==> src/rtl/pcmp_pkg.sv <==
package pcmp_pkg;
    localparam int unsigned DATA_W = 64;
    localparam int unsigned NPRED  = 64;
    localparam int unsigned IDX_W  = $clog2(NPRED);
    localparam int unsigned IMM_W  = 8;

    localparam logic [1:0] SRC_REG = 2'd0;
    localparam logic [1:0] SRC_IMM = 2'd1;

    localparam logic [2:0] CT_NORMAL = 3'd0;
    localparam logic [2:0] CT_UNC    = 3'd1;
    localparam logic [2:0] CT_AND    = 3'd2;
    localparam logic [2:0] CT_OR     = 3'd3;
    localparam logic [2:0] CT_ANDCM  = 3'd4;

    typedef struct packed {
        logic [NPRED-1:0] pred;
        logic             fault;
    } pcmp_state_t;

    typedef struct packed {
        logic wr_a;
        logic val_a;
        logic wr_b;
        logic val_b;
    } pcmp_wr_t;
endpackage

==> src/rtl/pcmp_relation.sv <==
module pcmp_relation
    import pcmp_pkg::*;
#(
    parameter int unsigned W  = DATA_W,
    parameter int unsigned IW = IMM_W
) (
    input  logic [1:0]   src_sel_i,
    input  logic [3:0]   rel_i,
    input  logic [W-1:0] opnd_a_i,
    input  logic [W-1:0] opnd_b_i,
    input  logic         tag_a_i,
    input  logic         tag_b_i,
    output logic         rel_true_o,
    output logic         tag_o
);
    logic [W-1:0] lhs;
    logic         s_lt, s_eq, u_lt;

    always_comb begin
        unique case (src_sel_i)
            SRC_REG: lhs = opnd_a_i;
            SRC_IMM: lhs = {{(W-IW){opnd_a_i[IW-1]}}, opnd_a_i[IW-1:0]};
            default: lhs = '0;
        endcase
        tag_o = tag_b_i | (tag_a_i & (src_sel_i == SRC_REG));
        s_eq  = (lhs == opnd_b_i);
        s_lt  = ($signed(lhs) < $signed(opnd_b_i));
        u_lt  = (lhs < opnd_b_i);
        unique case (rel_i)
            4'd0:    rel_true_o = s_eq;
            4'd1:    rel_true_o = !s_eq;
            4'd2:    rel_true_o = s_lt;
            4'd3:    rel_true_o = s_lt | s_eq;
            4'd4:    rel_true_o = !(s_lt | s_eq);
            4'd5:    rel_true_o = !s_lt;
            4'd6:    rel_true_o = u_lt;
            4'd7:    rel_true_o = u_lt | s_eq;
            4'd8:    rel_true_o = !(u_lt | s_eq);
            default: rel_true_o = !u_lt;
        endcase
    end
endmodule

==> src/rtl/pcmp_policy.sv <==
module pcmp_policy
    import pcmp_pkg::*;
(
    input  logic     guard_i,
    input  logic     tag_i,
    input  logic     rel_i,
    input  logic [2:0] ctype_i,
    output pcmp_wr_t wr_o
);
    logic hit;

    always_comb begin
        hit  = !tag_i && rel_i;
        wr_o = '0;
        if (!guard_i) begin
            if (ctype_i == CT_UNC) begin
                wr_o.wr_a = 1'b1;
                wr_o.wr_b = 1'b1;
            end
        end else begin
            unique case (ctype_i)
                CT_AND: begin
                    wr_o.wr_a = !hit;
                    wr_o.wr_b = !hit;
                end
                CT_OR: begin
                    wr_o = '{wr_a: hit, val_a: 1'b1, wr_b: hit, val_b: 1'b1};
                end
                CT_ANDCM: begin
                    wr_o = '{wr_a: hit, val_a: 1'b1, wr_b: hit, val_b: 1'b0};
                end
                default: begin
                    wr_o.wr_a  = 1'b1;
                    wr_o.wr_b  = 1'b1;
                    wr_o.val_a = hit;
                    wr_o.val_b = !tag_i && !rel_i;
                end
            endcase
        end
    end
endmodule

==> src/rtl/pcmp_unit.sv <==
module pcmp_unit
    import pcmp_pkg::*;
(
    input  logic              clk,
    input  logic              rst_n,
    input  logic              valid_i,
    input  logic [IDX_W-1:0]  qp_idx_i,
    input  logic [IDX_W-1:0]  dst_a_idx_i,
    input  logic [IDX_W-1:0]  dst_b_idx_i,
    input  logic [1:0]        src_sel_i,
    input  logic [3:0]        rel_i,
    input  logic [2:0]        ctype_i,
    input  logic [DATA_W-1:0] opnd_a_i,
    input  logic [DATA_W-1:0] opnd_b_i,
    input  logic              tag_a_i,
    input  logic              tag_b_i,
    output logic              fault_o,
    output logic [NPRED-1:0]  pred_o
);
    localparam logic [NPRED-1:0] PRED_RST = {{(NPRED-1){1'b0}}, 1'b1};

    pcmp_state_t st_d, st_q;
    pcmp_wr_t    wr;
    logic        rel_true, tag_eff, guard, fault_hit;

    pcmp_relation #(.W(DATA_W), .IW(IMM_W)) u_rel (
        .src_sel_i  (src_sel_i),
        .rel_i      (rel_i),
        .opnd_a_i   (opnd_a_i),
        .opnd_b_i   (opnd_b_i),
        .tag_a_i    (tag_a_i),
        .tag_b_i    (tag_b_i),
        .rel_true_o (rel_true),
        .tag_o      (tag_eff)
    );

    pcmp_policy u_pol (
        .guard_i (guard),
        .tag_i   (tag_eff),
        .rel_i   (rel_true),
        .ctype_i (ctype_i),
        .wr_o    (wr)
    );

    always_comb begin
        guard     = st_q.pred[qp_idx_i];
        fault_hit = (dst_a_idx_i == dst_b_idx_i) && (guard || ctype_i == CT_UNC);
        st_d      = st_q;
        st_d.fault = 1'b0;
        if (valid_i) begin
            if (fault_hit) begin
                st_d.fault = 1'b1;
            end else begin
                if (wr.wr_a) st_d.pred[dst_a_idx_i] = wr.val_a;
                if (wr.wr_b) st_d.pred[dst_b_idx_i] = wr.val_b;
            end
        end
        st_d.pred[0] = 1'b1;
    end

    always_ff @(posedge clk or negedge rst_n) begin
        if (!rst_n) begin
            st_q.pred  <= PRED_RST;
            st_q.fault <= 1'b0;
        end else begin
            st_q <= st_d;
        end
    end

    assign pred_o  = st_q.pred;
    assign fault_o = st_q.fault;

    AST_P0_HIGH: assert property (@(posedge clk) disable iff (!rst_n)
        pred_o[0]);
    AST_FAULT_FREEZES: assert property (@(posedge clk) disable iff (!rst_n)
        fault_o |-> $stable(pred_o));
    AST_IDLE_HOLDS: assert property (@(posedge clk) disable iff (!rst_n)
        !valid_i |=> ($stable(pred_o) && !fault_o));
    AST_OR_NO_FALL: assert property (@(posedge clk) disable iff (!rst_n)
        (valid_i && ctype_i == CT_OR) |=> (($past(pred_o) & ~pred_o) == '0));
    AST_AND_NO_RISE: assert property (@(posedge clk) disable iff (!rst_n)
        (valid_i && ctype_i == CT_AND) |=> ((~$past(pred_o) & pred_o) == '0));
    AST_ANDCM_DIFF: assert property (@(posedge clk) disable iff (!rst_n)
        (valid_i && ctype_i == CT_ANDCM && dst_a_idx_i != dst_b_idx_i
         && dst_a_idx_i != '0 && dst_b_idx_i != '0 && guard && !tag_eff && rel_true)
        |=> (pred_o[$past(dst_a_idx_i)] && !pred_o[$past(dst_b_idx_i)]));
endmodule

==> config.mk <==
export PLATFORM = sky130hd
export DESIGN_NAME = pcmp_unit
export DESIGN_NICKNAME = d
export VERILOG_FILES = /design/src/rtl/pcmp_pkg.sv /design/src/rtl/pcmp_relation.sv /design/src/rtl/pcmp_policy.sv /design/src/rtl/pcmp_unit.sv
export SDC_FILE = /design/constraint.sdc
export NUM_CORES = 1
export LEC_CHECK = 0
export BUFFER_PORTS_ARGS = -buffer_cell sky130_fd_sc_hd__buf_2
export CORE_ASPECT_RATIO = 0.75
export CORE_MARGIN = 1
export CORE_UTILIZATION = 48
export CTS_BUF_LIST = sky130_fd_sc_hd__clkbuf_8
export DETAILED_ROUTE_END_ITERATION = 10
export MAX_ROUTING_LAYER = met4
export PLACE_DENSITY_LB_ADDON = 0.25
export SYNTH_ARGS = -nofsm -noshare
export SYNTH_HDL_FRONTEND = slang
export SYNTH_SLANG_ARGS = --single-unit
==> constraint.sdc <==
create_clock -name clk -period 3.55 [get_ports clk]
set_input_delay 0.355 -clock clk [delete_from_list [all_inputs] [get_ports clk]]
set_output_delay 0.355 -clock clk [all_outputs]
set_load 0.1 [all_outputs]
==> results.py <==
metrics = {
    "yosys": {
        "synth_compound_gate_area_share_pct": 34.1,
        "synth_cell_types": 64,
        "async_flop_share_pct": 100,
        "synth_fp_nets": 1271,
        "yosys_warnings": 0,
        "synth-xor-area-share_pct": 0.765,
        "synthFlopType": "dfrtp_1",
        "synth_top_family_by_area": "compound AO/OA/AOI/OAI gates",
        "synth_simple_gate_area_share_pct": 20.4,
        "yosysTopAreaCellShare_pct": 20.0,
        "ys_seq_elements": 64,
        "synth_area_um2": 8010,
        "synth_fa_ha_area_share_pct": 9.99,
        "yosysSeqAreaShare_pct": 20.0,
        "synth_area_leader_cell": "dfrtp_1",
        "synth_cells": 1047,
        "synth_mux_area_share_pct": 5.87,
        "synth_area_leaders": "dfrtp_1, ha_1, o31ai_2",
        "synth_edf_count": 0,
        "syn_avg_cell_area_um2": 7.65,
    },
    "clock_network": {
        "cts_buffer_depth": 2,
        "cts_tree": "built",
        "cts_root_buf": "clkbuf_8",
        "htree_levels": 3,
        "cts_hold_buffers": 0,
        "worstSkewPairLatency_ns": 0.36,
        "cts.clk_slew.worst_paths_ns": 0.07,
        "numCtsBuffers": 9,
        "cts.sinks": 64,
    },
    "worst_hold_path": {
        "min_path_type": "input port to async pin",
    },
    "place": {
        "port_buffers": 223,
        "placedCellCount": 1440,
        "placed_area_um2": 9640,
        "routabilityCongestion": 0.938,
        "hpwl_um": 19300,
    },
    "power_and_ir_drop": {
        "p_leak_nw": 5.18,
        "p_total_mw": 5.09,
        "clkPwrFrac_pct": 13.9,
        "comb_power_share_pct": 63.7,
        "p_int_mw": 2.18,
        "switching_power_mw": 2.90,
        "pwr-share-seq_pct": 22.4,
        "power_density_nw_per_um2": 478,
        "peakVddDrop_v": 0.000452,
        "sw_frac_of_total_pct": 57.1,
    },
    "routing": {
        "drtAntennaViolNets": 0,
        "num_vias": 9317,
        "drt_iter0_markers": 1028,
        "dr.pass1.iters": 6,
        "viasPerCell": 6.30,
        "drc": 0,
        "drt_wl_total_um": 29400,
        "post_drt_wl_per_cell_um": 19.8,
    },
    "die": {
        "rows": 40,
        "initial_core_util_pct": 49.6,
        "coreArea_um2": 16200,
        "die_w_um": 151,
        "die_area_um2": 17200,
        "fp.dieH_um": 114,
        "io_pins": 225,
    },
    "global_routing": {
        "grt_max_degree": 64,
        "grt_pass1_wl_um": 43900,
        "grt_pass1_vias": 8604,
        "use_met3_pct": 7.96,
        "grt_usage_pct": 33.5,
        "antenna_found_initial": 0,
        "global_route.overflow_total": 0,
        "use_met2_pct": 49.7,
        "top_usage_layer": "met2",
        "met1_usage_pct": 44.5,
    },
    "final_layout": {
        "fin_area_um2": 10600,
        "diodes": 0,
        "instances_no_fill": 1480,
        "finalNetCount": 1489,
        "syn2layout_area_growth_pct": 32.9,
        "utilization_pct": 65.9,
        "drive_gt1_share_pct": 36.8,
    },
    "setup_path": {
        "slowest_delay_ns": 0.38,
        "cp.arrival_ns": 4.17,
        "end_kind": "register",
        "required_ns": 3.78,
        "cp_cell_sequence": "buf_6 -> nor2b_4 -> and2_2 -> a21o_1 -> ha_1 -> nand4_1 -> buf_4 -> nor3_2 -> nand3b_1 -> o32a_1 -> nand2_2 -> mux2_4 -> o311ai_4 -> o211ai_4 -> buf_6 -> o21ai_0 -> o31ai_2",
        "path_common_cell": "buf_6",
        "start_kind": "input port",
        "cp_max_fo": 63,
        "path_class": "input port to register",
        "slowest_stage": "o32a_1",
    },
    "timing": {
        "hold_viol_final": 0,
        "fin_crit_ns": 3.93,
        "skew_ns": 0.00975,
        "finalMaxSlewViolations": 0,
        "slew_headroom_pct": 33.1,
        "finalCritPeriodShare_pct": 111,
        "worst_slack_ns": -0.385,
        "rsz0062_at_grt": "yes",
        "max_freq_mhz": 254,
        "setup_viol": 63,
        "setup_tns_ns": -20.98,
        "tightest_slew_ns": 1.00,
    },
    "outcome": {
        "status": "finished, violations left",
        "violations": "setup timing",
    },
    "flow_run": {
        "max-cap-violations": 0,
    },
}
area by class of cell:
| class | instances | area, um^2 |
|---|---|---|
| tap | 210 | 263 |
| clock inverter | 3 | 38.8 |
| fill | 1389 | 5520 |
| inverter | 70 | 263 |
| multi-input combinational | 815 | 6280 |
| sequential | 64 | 1600 |
| timing repair buffer | 305 | 2030 |
| clock buffer | 13 | 179 |
timing repair:
item	CTS	global route
pin swaps	10	21
gates cloned	3	6
setup endpoints to repair	63	63
setup buffers	9	6
resized for setup	23	88
cell usage after synthesis, types with 4 or more instances:
cell type / number
nand3_1: 11
clkbuf_1: 84
nor3b_1: 9
dfrtp_1: 64
mux2i_1: 4
nor2_1: 18
mux4_2: 18
buf_1: 4
buf_2: 5
ha_1: 64
o31ai_1: 4
xor2_1: 4
nand2b_1: 6
o21ai_0: 129
nor2b_1: 10
a211oi_1: 7
nor3_1: 70
a21oi_1: 32
nand3b_1: 7
nand2_1: 157
a31oi_1: 64
and3b_1: 4
inv_1: 70
a21o_1: 64
nand4_1: 15
and4_1: 4
o31ai_2: 58
buf_6: 7
nor4_1: 5
worst max-delay path, delay by kind of cell:
family	cells	cell delay, ns
adders and majority gates	1	0.29
muxes	1	0.35
AOI/OAI and AO/OA	6	1.46
and+or+nand+nor	6	1.11
buffers and inverters	3	0.58
stage by stage:
step	setup slack (ns)	hold WS, ns
global placement	-0.784	0.552
CTS	-0.308	0.198
floorplan	-0.438	0.0594
global route	-0.513	0.226
finish	-0.385	0.157
detailed placement	-0.876	0.571
state kept, by name, summed over array words and instances (netlist names):
| signal | flops |
|---|---|
| pred_o | 63 |
| fault_o | 1 |
final timing paths:
path,start,slack [ns],to,cells past startpoint
max,opnd_a_i[7],-0.38,pred_o[62],17
min,rst_n,0.16,pred_o[52],1
max reg2reg,pred_o[12],0.31,pred_o[57],10
min reg2reg,pred_o[4],0.58,pred_o[4],2
max in group asynchronous,rst_n,2.45,pred_o[18],2
min in group clk,valid_i,0.27,fault_o,2
cell families (layout without fill, tap and decap cells):
kind of cell,Yosys count,after routing
other,1,1
buffers and inverters,172,391
and+or+nand+nor,333,337
adders and majority gates,64,64
muxes,24,24
xor gates and xnor gates,7,7
DFF,64,64
AOI/OAI and AO/OA,382,382
layout by cell type, fill, tap and decap left out, drive strengths merged, types with 62 or more instances in the layout:
cell	instances
inv	71
dfrtp	64
a21o	64
buf	301
ha	64
a31oi	64
nand2	157
o31ai	62
nor3	70
o21ai	130
metal layers:
metal | vias to the layer above | part of all wire (%)
met3 | 92 | 11
li1 | 4273 | -
met5 | - | 0
met4 | 0 | 3.0
met2 | 569 | 44
met1 | 4383 | 42
power groups by stage:
stage	logic (mW)	clock network [mW]	registers, mW
2_1_floorplan	1.04	0	2.44
3_3_place_gp	2.97	0	1.13
3_5_place_dp	3.01	0	1.14
4_1_cts	3.07	0.709	1.12
5_1_grt	3.41	0.743	1.17
6_report	3.24	0.707	1.14
Note: power is estimated with default switching activity, not from simulation.
